<file path="src/rtl/uart_dtx_pkg.sv">
package uart_dtx_pkg;

   typedef enum logic [1:0] {
      FRM_DATA  = 2'd0,
      FRM_IDLE  = 2'd1,
      FRM_BREAK = 2'd2
   } frm_kind_e;

   // stop time in sub-ticks for a stop code; ovs sub-ticks make one bit
   function automatic int stop_subticks(input logic [1:0] sel, input int ovs);
      case (sel)
         2'b00:   return ovs;
         2'b01:   return ovs / 2;
         2'b10:   return 2 * ovs;
         default: return ovs + ovs / 2;
      endcase
   endfunction

endpackage

</file>
<file path="src/rtl/uart_dtx_baud.sv">
module uart_dtx_baud #(
   parameter int INT_W  = 12,
   parameter int FRAC_W = 4
) (
   input  logic              clk,
   input  logic              rst_n,
   input  logic              run,
   input  logic              restart,
   input  logic [INT_W-1:0]  div_int,
   input  logic [FRAC_W-1:0] div_frac,
   output logic              tick
);
   localparam int PW = INT_W + 1;

   logic [PW-1:0]     cnt;
   logic [PW-1:0]     period;
   logic [PW-1:0]     base;
   logic [FRAC_W-1:0] acc;
   logic [FRAC_W-1:0] acc_nxt;
   logic              carry;

   always_comb {carry, acc_nxt} = {1'b0, acc} + {1'b0, div_frac};

   // integer part of zero is treated as one
   always_comb base = (div_int == '0) ? PW'(1) : {1'b0, div_int};
   always_comb period = base + PW'(carry);

   assign tick = run & (cnt == period - PW'(1));

   always_ff @(posedge clk) begin
      if (!rst_n) begin
         cnt <= '0;
         acc <= '0;
      end else if (!run) begin
         cnt <= '0;
         acc <= '0;
      end else if (tick) begin
         cnt <= '0;
         acc <= restart ? '0 : acc_nxt;
      end else begin
         cnt <= cnt + PW'(1);
      end
   end


   tick_gap_chk: assert property (@(posedge clk) disable iff (!rst_n)
      (tick && (|div_int[INT_W-1:1])) |=> !tick);

endmodule

</file>
<file path="src/rtl/uart_dtx_shift.sv">
module uart_dtx_shift
   import uart_dtx_pkg::*;
#(
   parameter int DATA_W = 8,
   parameter int FRAC_W = 4
) (
   input  logic              clk,
   input  logic              rst_n,
   input  logic              start,
   input  frm_kind_e         kind,
   input  logic [DATA_W-1:0] data,
   input  logic [1:0]        stop_sel,
   input  logic              tick,
   output logic              busy,
   output logic              done,
   output logic              line
);
   localparam int OVS  = 1 << FRAC_W;
   localparam int BODY = (DATA_W + 1) * OVS;
   localparam int MAXF = BODY + 2 * OVS;
   localparam int CW   = $clog2(MAXF);
   localparam int SW   = DATA_W + 1;

   logic [CW-1:0] sub_cnt;
   logic [CW-1:0] last_idx;
   logic [CW-1:0] last_nxt;
   logic [SW-1:0] sr;
   logic [SW-1:0] sr_init;
   logic          bit_edge;

   always_comb last_nxt = CW'(BODY + stop_subticks(stop_sel, OVS) - 1);

   always_comb begin
      case (kind)
         FRM_DATA: sr_init = {data, 1'b0};
         FRM_IDLE: sr_init = '1;
         default:  sr_init = '0;
      endcase
   end

   assign bit_edge = &sub_cnt[FRAC_W-1:0];
   assign done     = busy & tick & (sub_cnt == last_idx);

   always_ff @(posedge clk) begin
      if (!rst_n) begin
         busy     <= 1'b0;
         sub_cnt  <= '0;
         last_idx <= '0;
         sr       <= '1;
      end else if (start) begin
         busy     <= 1'b1;
         sub_cnt  <= '0;
         last_idx <= last_nxt;
         sr       <= sr_init;
      end else if (done) begin
         busy     <= 1'b0;
         sub_cnt  <= '0;
      end else if (busy && tick) begin
         sub_cnt <= sub_cnt + CW'(1);
         if (bit_edge) sr <= {1'b1, sr[SW-1:1]};
      end
   end

   assign line = busy ? sr[0] : 1'b1;


   start_low_chk: assert property (@(posedge clk) disable iff (!rst_n)
      (start && kind != FRM_IDLE) |=> !line);

   idle_high_chk: assert property (@(posedge clk) disable iff (!rst_n)
      (start && kind == FRM_IDLE) |=> line);

endmodule

</file>
<file path="src/rtl/uart_dtx_sched.sv">
module uart_dtx_sched
   import uart_dtx_pkg::*;
#(
   parameter int DATA_W = 8
) (
   input  logic              clk,
   input  logic              rst_n,
   input  logic              tx_en,
   input  logic              wr_en,
   input  logic [DATA_W-1:0] wr_data,
   input  logic              brk_req,
   input  logic              busy,
   input  logic              done,
   output logic              start,
   output frm_kind_e         kind,
   output logic [DATA_W-1:0] data,
   output logic              tbe,
   output logic              tc
);
   logic en_q;
   logic idle_pend;
   logic brk_pend;
   logic valid;
   logic rise;
   logic want_idle;
   logic free;

   assign rise      = tx_en & ~en_q;
   assign want_idle = idle_pend | rise;
   assign free      = ~busy | done;
   assign start     = tx_en & free & (want_idle | brk_pend | valid);

   always_comb begin
      if (want_idle)     kind = FRM_IDLE;
      else if (brk_pend) kind = FRM_BREAK;
      else               kind = FRM_DATA;
   end

   always_ff @(posedge clk) begin
      if (!rst_n) begin
         en_q      <= 1'b0;
         idle_pend <= 1'b0;
         brk_pend  <= 1'b0;
         valid     <= 1'b0;
         data      <= '0;
         tc        <= 1'b0;
      end else begin
         en_q <= tx_en;
         if (!tx_en)                          idle_pend <= 1'b0;
         else if (start && kind == FRM_IDLE)  idle_pend <= 1'b0;
         else if (rise)                       idle_pend <= 1'b1;
         if (brk_req)                         brk_pend <= 1'b1;
         else if (start && kind == FRM_BREAK) brk_pend <= 1'b0;
         if (wr_en) begin
            valid <= 1'b1;
            data  <= wr_data;
         end else if (start && kind == FRM_DATA) begin
            valid <= 1'b0;
         end
         if (wr_en)              tc <= 1'b0;
         else if (done && !valid) tc <= 1'b1;
      end
   end

   assign tbe = ~valid;


   tbe_drop_chk: assert property (@(posedge clk) disable iff (!rst_n)
      wr_en |=> !tbe);

   tc_clear_chk: assert property (@(posedge clk) disable iff (!rst_n)
      wr_en |=> !tc);

   hold_busy_chk: assert property (@(posedge clk) disable iff (!rst_n)
      (!tbe && busy && !done) |=> !tbe);

endmodule

</file>
<file path="src/rtl/uart_dbuf_tx.sv">
module uart_dbuf_tx
   import uart_dtx_pkg::*;
#(
   parameter int DATA_W     = 8,
   parameter int DIV_INT_W  = 12,
   parameter int DIV_FRAC_W = 4,
   parameter bit IRQ_REG    = 1'b0
) (
   input  logic                            clk,
   input  logic                            rst_n,
   input  logic                            tx_en,
   input  logic                            tx_inv,
   input  logic [1:0]                      stop_sel,
   input  logic                            brk_req,
   input  logic [DIV_INT_W+DIV_FRAC_W-1:0] baud_div,
   input  logic                            irq_en,
   input  logic                            wr_en,
   input  logic [DATA_W-1:0]               wr_data,
   output logic                            txd,
   output logic                            tbe,
   output logic                            tc,
   output logic                            irq
);
   localparam int DIV_W = DIV_INT_W + DIV_FRAC_W;

   initial begin
      width_ok_chk: assert (DATA_W >= 5 && DATA_W <= 9)
         else $error("DATA_W out of range");
      frac_ok_chk: assert (DIV_FRAC_W >= 1 && DIV_FRAC_W <= 6)
         else $error("DIV_FRAC_W out of range");
      int_ok_chk: assert (DIV_INT_W >= 2)
         else $error("DIV_INT_W too small");
   end

   logic [DIV_INT_W-1:0]  div_int;
   logic [DIV_FRAC_W-1:0] div_frac;
   logic                  start;
   frm_kind_e             kind;
   logic [DATA_W-1:0]     sh_data;
   logic                  busy;
   logic                  done;
   logic                  tick;
   logic                  line;

   assign div_int  = baud_div[DIV_W-1:DIV_FRAC_W];
   assign div_frac = baud_div[DIV_FRAC_W-1:0];

   uart_dtx_sched #(.DATA_W(DATA_W)) u_sched (
      .clk(clk), .rst_n(rst_n), .tx_en(tx_en), .wr_en(wr_en),
      .wr_data(wr_data), .brk_req(brk_req), .busy(busy), .done(done),
      .start(start), .kind(kind), .data(sh_data), .tbe(tbe), .tc(tc)
   );

   uart_dtx_baud #(.INT_W(DIV_INT_W), .FRAC_W(DIV_FRAC_W)) u_baud (
      .clk(clk), .rst_n(rst_n), .run(busy), .restart(start),
      .div_int(div_int), .div_frac(div_frac), .tick(tick)
   );

   uart_dtx_shift #(.DATA_W(DATA_W), .FRAC_W(DIV_FRAC_W)) u_shift (
      .clk(clk), .rst_n(rst_n), .start(start), .kind(kind),
      .data(sh_data), .stop_sel(stop_sel), .tick(tick),
      .busy(busy), .done(done), .line(line)
   );

   assign txd = line ^ tx_inv;

   generate
      if (IRQ_REG) begin : g_irq_reg
         always_ff @(posedge clk) begin
            if (!rst_n) irq <= 1'b0;
            else        irq <= tc & irq_en;
         end
      end else begin : g_irq_comb
         assign irq = tc & irq_en;
      end
   endgenerate


   txd_rest_chk: assert property (@(posedge clk) disable iff (!rst_n)
      !busy |-> (txd == ~tx_inv));

endmodule

</file>
<file path="config.mk">
export PLATFORM = sky130hd
export DESIGN_NAME = uart_dbuf_tx
export DESIGN_NICKNAME = d
export VERILOG_FILES = /design/src/rtl/uart_dtx_pkg.sv /design/src/rtl/uart_dtx_baud.sv /design/src/rtl/uart_dtx_shift.sv /design/src/rtl/uart_dtx_sched.sv /design/src/rtl/uart_dbuf_tx.sv
export SDC_FILE = /design/constraint.sdc
export NUM_CORES = 1
export LEC_CHECK = 0
export BUFFER_PORTS_ARGS = -buffer_cell sky130_fd_sc_hd__buf_4
export CORE_MARGIN = 2
export CORE_UTILIZATION = 25
export DETAILED_ROUTE_END_ITERATION = 8
export GPL_ROUTABILITY_DRIVEN = 0
export PLACE_DENSITY_LB_ADDON = 0.05
export SYNTH_ARGS = -nofsm -noshare
export SYNTH_HDL_FRONTEND = slang
export SYNTH_SLANG_ARGS = --single-unit
</file>
<file path="constraint.sdc">
create_clock -name clk -period 6.7 [get_ports clk]
set_input_delay 1.005 -clock clk [delete_from_list [all_inputs] [get_ports clk]]
set_output_delay 1.005 -clock clk [all_outputs]
set_load 0.01 [all_outputs]
</file>
Word-level counts from Yosys, hierarchy flattened
Index checks and enable logic that the tools add are counted.
{ "totals": {"regBits": 56, "inputBits": 33, "output_inout_bits": 4, "elab_cells": 81} }
{ "classes": {"addsub": 7, "eq_ne": 7, "n_mux": 17, "n_bitwise": 17, "reduce_logical": 21} }
{ "op_table": {"columns": ["cell", "n"], "rows": [
  ["two-way mux 9 bit", 4],
  ["case mux 6 bit (3 select lines)", 1],
  ["case mux 9 bit (2 select lines)", 1],
  ["adder 13 x 1 -> 13 bit", 1],
  ["adder 13 x 1 -> 13 bit, second input constant", 1],
  ["equality test 13 bit", 1],
  ["subtractor 13 x 1 -> 13 bit, second input constant", 1],
  ["logical NOT 12 bit", 1],
  ["two-way mux 12 bit", 1],
  ["nonzero test 2 bit", 5],
  ["OR reduction 3 bit", 3],
  ["adder 8 x 1 -> 8 bit, second input constant", 1],
  ["adder 8 x 6 -> 8 bit, first input constant", 1],
  ["equality test 8 bit", 1],
  ["subtractor 8 x 2 -> 8 bit, second input constant", 1],
  ["AND 1 bit", 7],
  ["two-way mux 1 bit", 7],
  ["adder 4 x 4 -> 5 bit", 1],
  ["logical AND 1 bit", 5],
  ["inverter 1 bit", 5],
  ["equality test 2 x 1 -> 1 bit, second input constant", 2],
  ["equality test 2 bit, second input constant", 2],
  ["logical NOT 2 bit", 2],
  ["two-way mux 2 bit", 2],
  ["other kinds (9)", 12]
]} }

Longest topological paths before layout
{ "logic_depth": {"word_depth": 14, "mapped_depth": 18, "depth_no_buf": 15} }

Hierarchy
From an unflattened synthesis, not the netlist that was laid out.
{ "hier_totals": {"cells_unflattened": 379, "area_unflattened_um2": 3261.9} }
{ "modules_own_cells": {"columns": ["mod", "n_inst", "cells_each", "area_per_inst_um2", "seq_area_each_um2"], "rows": [
  ["uart_dtx_baud", 1, 163, 1362.6, 340.3],
  ["uart_dtx_shift", 1, 165, 1353.8, 460.4],
  ["uart_dtx_sched", 1, 49, 530.5, 260.2],
  ["uart_dbuf_tx", 1, 2, 15.0, 0.0]
]} }

Worst setup path before layout
Ideal clock, no wire load.
{ "synth_path": {"path_kind": "input port to flip-flop", "startpoint": "input baud_div[0]", "endpoint": "register u_shift.sub_cnt[7]", "setup_ns": 0.071, "t_arrival_ns": 4.557, "required_time_ns": 6.629, "setup_slack_ns": 2.072, "cell_stages": 17, "path_buffers": 2, "path_cell_list": "ha_1 -> inv_1 -> fa_1 -> inv_1 -> a21o_1 -> a21oi_1 -> ha_1 -> ha_1 -> or3b_2 -> clkbuf_1 -> nor4_1 -> a311o_1 -> a32oi_1 -> or4_4 -> buf_6 -> or4_4 -> a21oi_2"} }
{ "synth_between": {"elab_chain_cells": 11, "word_cells_on_any_way": 12, "cone_classes": "add/sub: 3; eq/ne: 1; bitwise: 6; reduce/logical: 2"} }
{ "synth_lines": {"columns": ["item", "line_no", "rtl"], "rows": [
  ["from (decl)", "uart_dbuf_tx.sv:15", "input logic [DIV_INT_W+DIV_FRAC_W-1:0] baud_div,"],
  ["adder 4 x 4 -> 5 bit (*)", "uart_dtx_baud.sv:22", "always_comb {carry, acc_nxt} = {1'b0, acc} + {1'b0, div_frac};"],
  ["adder 13 x 1 -> 13 bit (*)", "uart_dtx_baud.sv:26", "always_comb period = base + PW'(carry);"],
  ["subtractor 13 x 1 -> 13 bit (*)", "uart_dtx_baud.sv:28", "assign tick = run & (cnt == period - PW'(1));"],
  ["equality test 13 bit (*)", "uart_dtx_baud.sv:28", null],
  ["AND 1 bit (*)", "uart_dtx_baud.sv:28", null],
  ["AND 1 bit (2 in series)", "uart_dtx_shift.sv:42", "assign done = busy & tick & (sub_cnt == last_idx);"],
  ["OR 1 bit", "uart_dtx_sched.sv:30", "assign free = ~busy | done;"],
  ["AND 1 bit (2 in series)", "uart_dtx_sched.sv:31", "assign start = tx_en & free & (want_idle | brk_pend | valid);"],
  ["OR reduction 3 bit (no line)", null, null],
  ["to (signal assigned)", "uart_dtx_shift.sv:59", "sub_cnt <= sub_cnt + CW'(1);"],
  ["to (decl)", "uart_dtx_shift.sv:24", "logic [CW-1:0] sub_cnt;"]
]} }
Mark *: on every way between the ends. The rest lies on a longest branch, timed or not.
A chain may end at the register's enable or synchronous reset.

Worst setup path after layout
{ "layout_path": {"startpoint": "input baud_div[0]", "endpoint": "register u_shift.sr[0]"} }
{ "layout_between": {"elab_chain_cells": 12, "word_cells_on_any_way": 16, "cone_classes": "add/sub: 3; eq/ne: 2; mux: 1; bitwise: 6; reduce/logical: 4"} }
{ "layout_lines": {"columns": ["item", "line_no", "rtl"], "rows": [
  ["adder 4 x 4 -> 5 bit (*)", "uart_dtx_baud.sv:22", null],
  ["adder 13 x 1 -> 13 bit (*)", "uart_dtx_baud.sv:26", null],
  ["subtractor 13 x 1 -> 13 bit (*)", "uart_dtx_baud.sv:28", null],
  ["equality test 13 bit (*)", "uart_dtx_baud.sv:28", null],
  ["AND 1 bit (*)", "uart_dtx_baud.sv:28", null],
  ["AND 1 bit (2 in series)", "uart_dtx_shift.sv:42", null],
  ["OR 1 bit", "uart_dtx_sched.sv:30", null],
  ["AND 1 bit (2 in series)", "uart_dtx_sched.sv:31", null],
  ["inequality test 2 x 1 -> 1 bit (no line) or nonzero test 2 bit (tied branches)", null, null],
  ["AND reduction 3 bit (no line)", null, null],
  ["to (signal assigned)", "uart_dtx_shift.sv:54", "sr <= sr_init;"],
  ["to (signal assigned)", "uart_dtx_shift.sv:60", "if (bit_edge) sr <= {1'b1, sr[SW-1:1]};"],
  ["to (decl)", "uart_dtx_shift.sv:27", "logic [SW-1:0] sr;"]
]} }
Marked as above.

==> qor_table.md <==
| Step | Parameter | Reported |
|:---|:---|:---|
| outcome | Status | completed |
| clock tree | Hold_buf cts | 0 |
| yosys | Number of library cell types mapped by synthesis | 56 |
| sta | Max-slew headroom | 25.4% |
| pwr | Proportion of total power due to net switching | 26.4% |
| cells and area | Total inserted antenna cells | 0 |
| sta | Worst Setup Slack, final | 1.44 ns |
| cells and area | Signed area change from the synthesized netlist to the final layout | 17.2% |
| clock tree | Clock latency on the worst-skew pair | 0.30 ns |
| placed design | Number of placed cells counting well taps | 570 |
| yosys | Sequential cell area fraction in the yosys report | 33.0% |
| detailed routing | Initial DRC Count | 153 |
| clock tree | Sink count of the clock tree | 53 |
| detailed routing | Final wirelength | 8410 um |
| placed design | Setup Slack @ Placement | 1.22 ns |
| clock tree | Level count of the clock H-tree | 2 |
| detailed routing | Via Count | 2751 |
| floorplanning | Starting utilization of the core area | 25.6% |
| clock tree | Number of CTS-inserted buffers | 5 |
| pwr | Internal power of the cells | 507 uW |
| floorplanning | Overall die area | 13800 sq um |
| worst setup path | Arrival time worst endpoint | 5.45 ns |
| pwr | Power density over cell area | 183 nW/um^2 |
| worst setup path | Length in cells of the worst reg-to-reg path | 14 |
| clock tree | Maximum number of buffers from clock root to sink | 2 |
| detailed routing | Antenna Violating Nets Remaining | 0 |
| yosys | Gate Count Post-Synth | 380 |
| floorplanning | Core Rows | 41 |
| yosys | Number of nets produced by synthesis | 425 |
| clock tree | TritonCTS clock tree | built |
| worst setup path | Max FO, Critical Path | 9 |
| sta | Pins over their slew limit | 0 |
| worst setup path | Element type at the critical path start | input pin |
| pwr | Switching pwr | 182 uW |
| detailed routing | Length of the first detailed-routing pass in iterations | 4 |
| worst setup path | End point of the critical path | u_shift.sr[0] |
| pwr | Leakage Power | 1.39 nW |
| yosys | Share of synthesized registers carrying an async set or reset | 0% |
| worst setup path | Nature of the critical path endpoint | flop |
| floorplanning | # IOs | 37 |
| placed design | Detailed Place HPWL | 6420 um |
| worst setup path | Kind of critical path | input pin to flop |
| floorplanning | Area of the core region | 12600 sq um |
| worst setup path | Reg2Reg Setup Slack | 1.95 ns |
| clock tree | # Post-CTS Setup Buffers | 0 |
| clock tree | Clock-pin slew reported for the worst setup and hold paths after clock tree synthesis | 0.07 ns |
| worst setup path | Destination of the worst register-to-register timing path | u_shift.sr[0] |
| detailed routing | Via-per-instance ratio | 4.76 |
| detailed routing | Remaining DRCs | 0 |
| pwr | Part of the total power dissipated in combinational logic | 13.9% |
| yosys | Average instance area after synthesis | 8.45 sq um |
| worst hold path | Worst min-delay path class | flop to flop |
| sta | Worst clock skew | 0.00486 ns |
| pwr | Sequential Power Share | 48.8% |
| sta | Highest clock rate | 190 MHz |
| global route | Final global-route overflow total | 0 |
| clock tree | Number of gates given a new drive strength after cts | 0 |
| sta | RSZ-0062 raised after global routing | false |
| floorplanning | Die span in y | 117 um |
| global route | Antenna violations before repair | 0 |
| pwr | Clock group share of total power | 37.3% |
| cells and area | Layout cell share with drive strength beyond 1 | 13.8% |
| global route | Global-route wire length before repair | 14200 um |
| sta | Aggregate negative setup slack | 0 ns |
| detailed routing | WL/cell | 14.5 um |
| clock tree | Root buffer selected by CTS | sky130_fd_sc_hd__clkbuf_16 |
| cells and area | Post-Layout Cell Count | 578 |
| flow run | Max_cap viols | 0 |
| yosys | Predominant post-synthesis flop cell | sky130_fd_sc_hd__dfxtp_1 |
| worst setup path | FF-to-FF Start | u_baud.acc[0] |
| global route | Via count of the first global-routing pass | 2786 |
| sta | Slew at the pin closest to its max-slew limit | 1.11 ns |
| worst setup path | Worst endpoint required time | 6.89 ns |
| yosys | Number of flops mapped to enable cells by yosys | 0 |
| global route | Global Route Usage Sum | 12.8% |
| yosys | Yosys warning count | 0 |
| placed design | Port-buffer cells | 36 |
| floorplanning | Horiz. Die Dim | 117 um |
| global route | Pin count of the biggest net entering global routing | 21 |
| sta | Number of endpoints with negative hold slack in the final report | 0 |
| pwr | IR Drop Worst-Case VDD | 0.0000961 V |
| sta | Number of setup violations in the final report | 0 |
| yosys | #FFs+latches synth | 53 |
| sta | Clock period minus worst slack | 5.26 ns |
| sta | Fraction of the cycle the final worst path needs | 78.5% |
| yosys | Summed instance area of the synthesized netlist | 3210 sq um |
| cells and area | Layout net count | 450 |
| worst setup path | Timing startpoint of the critical path | baud_div[0] |
per-layer routing:
metal	global-route usage, %	share of wire [%]	up-vias
li1	-	-	1420
met1	16.4	49	1287
met2	21.1	47	35
met3	2.92	2.9	9
met4	4.22	1.6	0
met5	0	0	-
synthesized netlist by cell type, types with 3 or more instances:
library cell                n  area share (%)
sky130_fd_sc_hd__a21oi_1   24             3.7
sky130_fd_sc_hd__a32oi_1    8             2.2
sky130_fd_sc_hd__and2_1     3            0.58
sky130_fd_sc_hd__and3_1     4            0.78
sky130_fd_sc_hd__clkbuf_1  14             1.6
sky130_fd_sc_hd__dfxtp_1   53              33
sky130_fd_sc_hd__ha_1      11             4.3
sky130_fd_sc_hd__inv_1     13             1.5
sky130_fd_sc_hd__mux2i_1   18             5.6
sky130_fd_sc_hd__nand2_1   23             2.7
sky130_fd_sc_hd__nand2b_1   9             1.8
sky130_fd_sc_hd__nand3_1   16             2.5
sky130_fd_sc_hd__nand3b_1   4            0.93
sky130_fd_sc_hd__nand4_1    5            0.97
sky130_fd_sc_hd__nand4b_1   3            0.82
sky130_fd_sc_hd__nor2_1    38             4.4
sky130_fd_sc_hd__nor2b_1    4            0.78
sky130_fd_sc_hd__nor3_1    12             1.9
sky130_fd_sc_hd__nor3b_1    5             1.2
sky130_fd_sc_hd__nor4_1     6             1.2
sky130_fd_sc_hd__o211ai_1   3            0.70
sky130_fd_sc_hd__o21ai_0   11             1.7
sky130_fd_sc_hd__o22ai_1    3            0.58
sky130_fd_sc_hd__o31ai_1    3            0.70
sky130_fd_sc_hd__or3_1      8             1.6
sky130_fd_sc_hd__or4_1      3            0.70
sky130_fd_sc_hd__or4_4      3             1.1
sky130_fd_sc_hd__xnor2_1   17             4.6
sky130_fd_sc_hd__xor2_1    19             5.2
kinds of logic (layout without fill, tap and decap cells):
logic type	count (synthesis)	in the layout	share of synthesized area [%]
flops	53	53	33.0
xor+xnor	37	37	10.5
mux	19	19	5.96
fa+ha+maj	12	12	4.91
simple gates	152	152	25.3
buf+inv	34	60	4.52
compound gates	73	73	15.8
placed cells by master (no fill, tap or decap), types with 4 or more instances in the layout:
cell type | netlist | final
sky130_fd_sc_hd__nor4_1 | 6 | 5
sky130_fd_sc_hd__buf_4 | 0 | 38
sky130_fd_sc_hd__nor3_1 | 12 | 12
sky130_fd_sc_hd__o21ai_0 | 11 | 11
sky130_fd_sc_hd__nand4_1 | 5 | 5
sky130_fd_sc_hd__ha_1 | 11 | 11
sky130_fd_sc_hd__nand2_1 | 23 | 23
sky130_fd_sc_hd__a32oi_1 | 8 | 8
sky130_fd_sc_hd__and3_1 | 4 | 4
sky130_fd_sc_hd__dfxtp_1 | 53 | 53
sky130_fd_sc_hd__nand2b_1 | 9 | 9
sky130_fd_sc_hd__nor3b_1 | 5 | 5
sky130_fd_sc_hd__nor2_1 | 38 | 38
sky130_fd_sc_hd__inv_1 | 13 | 13
sky130_fd_sc_hd__nand3b_1 | 4 | 4
sky130_fd_sc_hd__mux2i_1 | 18 | 18
sky130_fd_sc_hd__nor2b_1 | 4 | 4
sky130_fd_sc_hd__clkbuf_16 | 0 | 5
sky130_fd_sc_hd__or3_1 | 8 | 8
sky130_fd_sc_hd__nand3_1 | 16 | 16
sky130_fd_sc_hd__a21oi_1 | 24 | 24
sky130_fd_sc_hd__xor2_1 | 19 | 19
sky130_fd_sc_hd__xnor2_1 | 17 | 17
area by class of cell:
type	count	area, sq um
clock buffers	6	129
clock inverters	2	10.0
fillers	1354	8800
inverters	14	52.6
multi-input cells	293	2010
flip-flops and latches	53	1060
well taps	172	215
repair buffers	38	285
sequential cells by signal, summed over array words and instances (netlist names), 4 cells and up:
signal / count
u_sched.data: 8
u_baud.acc: 4
u_shift.sub_cnt: 8
u_baud.cnt: 13
u_shift.sr: 9
u_shift.last_idx: 5
per-stage QoR:
step	hold slack (ns)	utilization, %	power [mW]	instance area, sq um
floorplan	0.436	-	0.402	3210
global placement	0.456	28.9	0.441	3630
detailed placement	0.460	28.9	0.441	3630
CTS	0.470	30.0	0.705	3760
global route	0.487	30.0	0.728	3760
finish	0.462	30.0	0.689	3760
power groups by stage:
stage | clock [mW] | combinational, mW | sequential (mW)
final | 0.257 | 0.0958 | 0.336
after global placement | 0 | 0.0975 | 0.344
after CTS | 0.271 | 0.0973 | 0.336
after floorplan | 0 | 0.0633 | 0.339
after detailed placement | 0 | 0.0969 | 0.344
after global routing | 0.283 | 0.107 | 0.338
worst min-delay path by stage:
stage	slack [ns]	startpoint	cells past startpoint	endpoint
detailed placement	0.46	u_baud.acc[0]	2	u_baud.acc[0]
global route	0.49	u_baud.acc[3]	2	u_baud.acc[3]
finish	0.46	u_baud.acc[0]	2	u_baud.acc[0]
floorplan	0.44	u_baud.acc[0]	2	u_baud.acc[0]
CTS	0.47	u_baud.acc[0]	2	u_baud.acc[0]
global placement	0.46	u_baud.acc[3]	2	u_baud.acc[3]
worst max-delay path: stages:
cell and delay (ns):
sky130_fd_sc_hd__buf_4 0.11, sky130_fd_sc_hd__ha_1 0.20, sky130_fd_sc_hd__inv_1 0.07, sky130_fd_sc_hd__fa_1 0.19, sky130_fd_sc_hd__inv_1 0.05, sky130_fd_sc_hd__a21o_1 0.17
sky130_fd_sc_hd__a21oi_1 0.20, sky130_fd_sc_hd__ha_1 0.24, sky130_fd_sc_hd__or4b_1 0.61, sky130_fd_sc_hd__nor2_1 0.29, sky130_fd_sc_hd__a31oi_1 0.21, sky130_fd_sc_hd__or3_1 0.44
sky130_fd_sc_hd__nor4_1 0.85, sky130_fd_sc_hd__nor2_1 0.40, sky130_fd_sc_hd__a221o_1 0.41
Note: power is estimated with default switching activity, not from simulation.
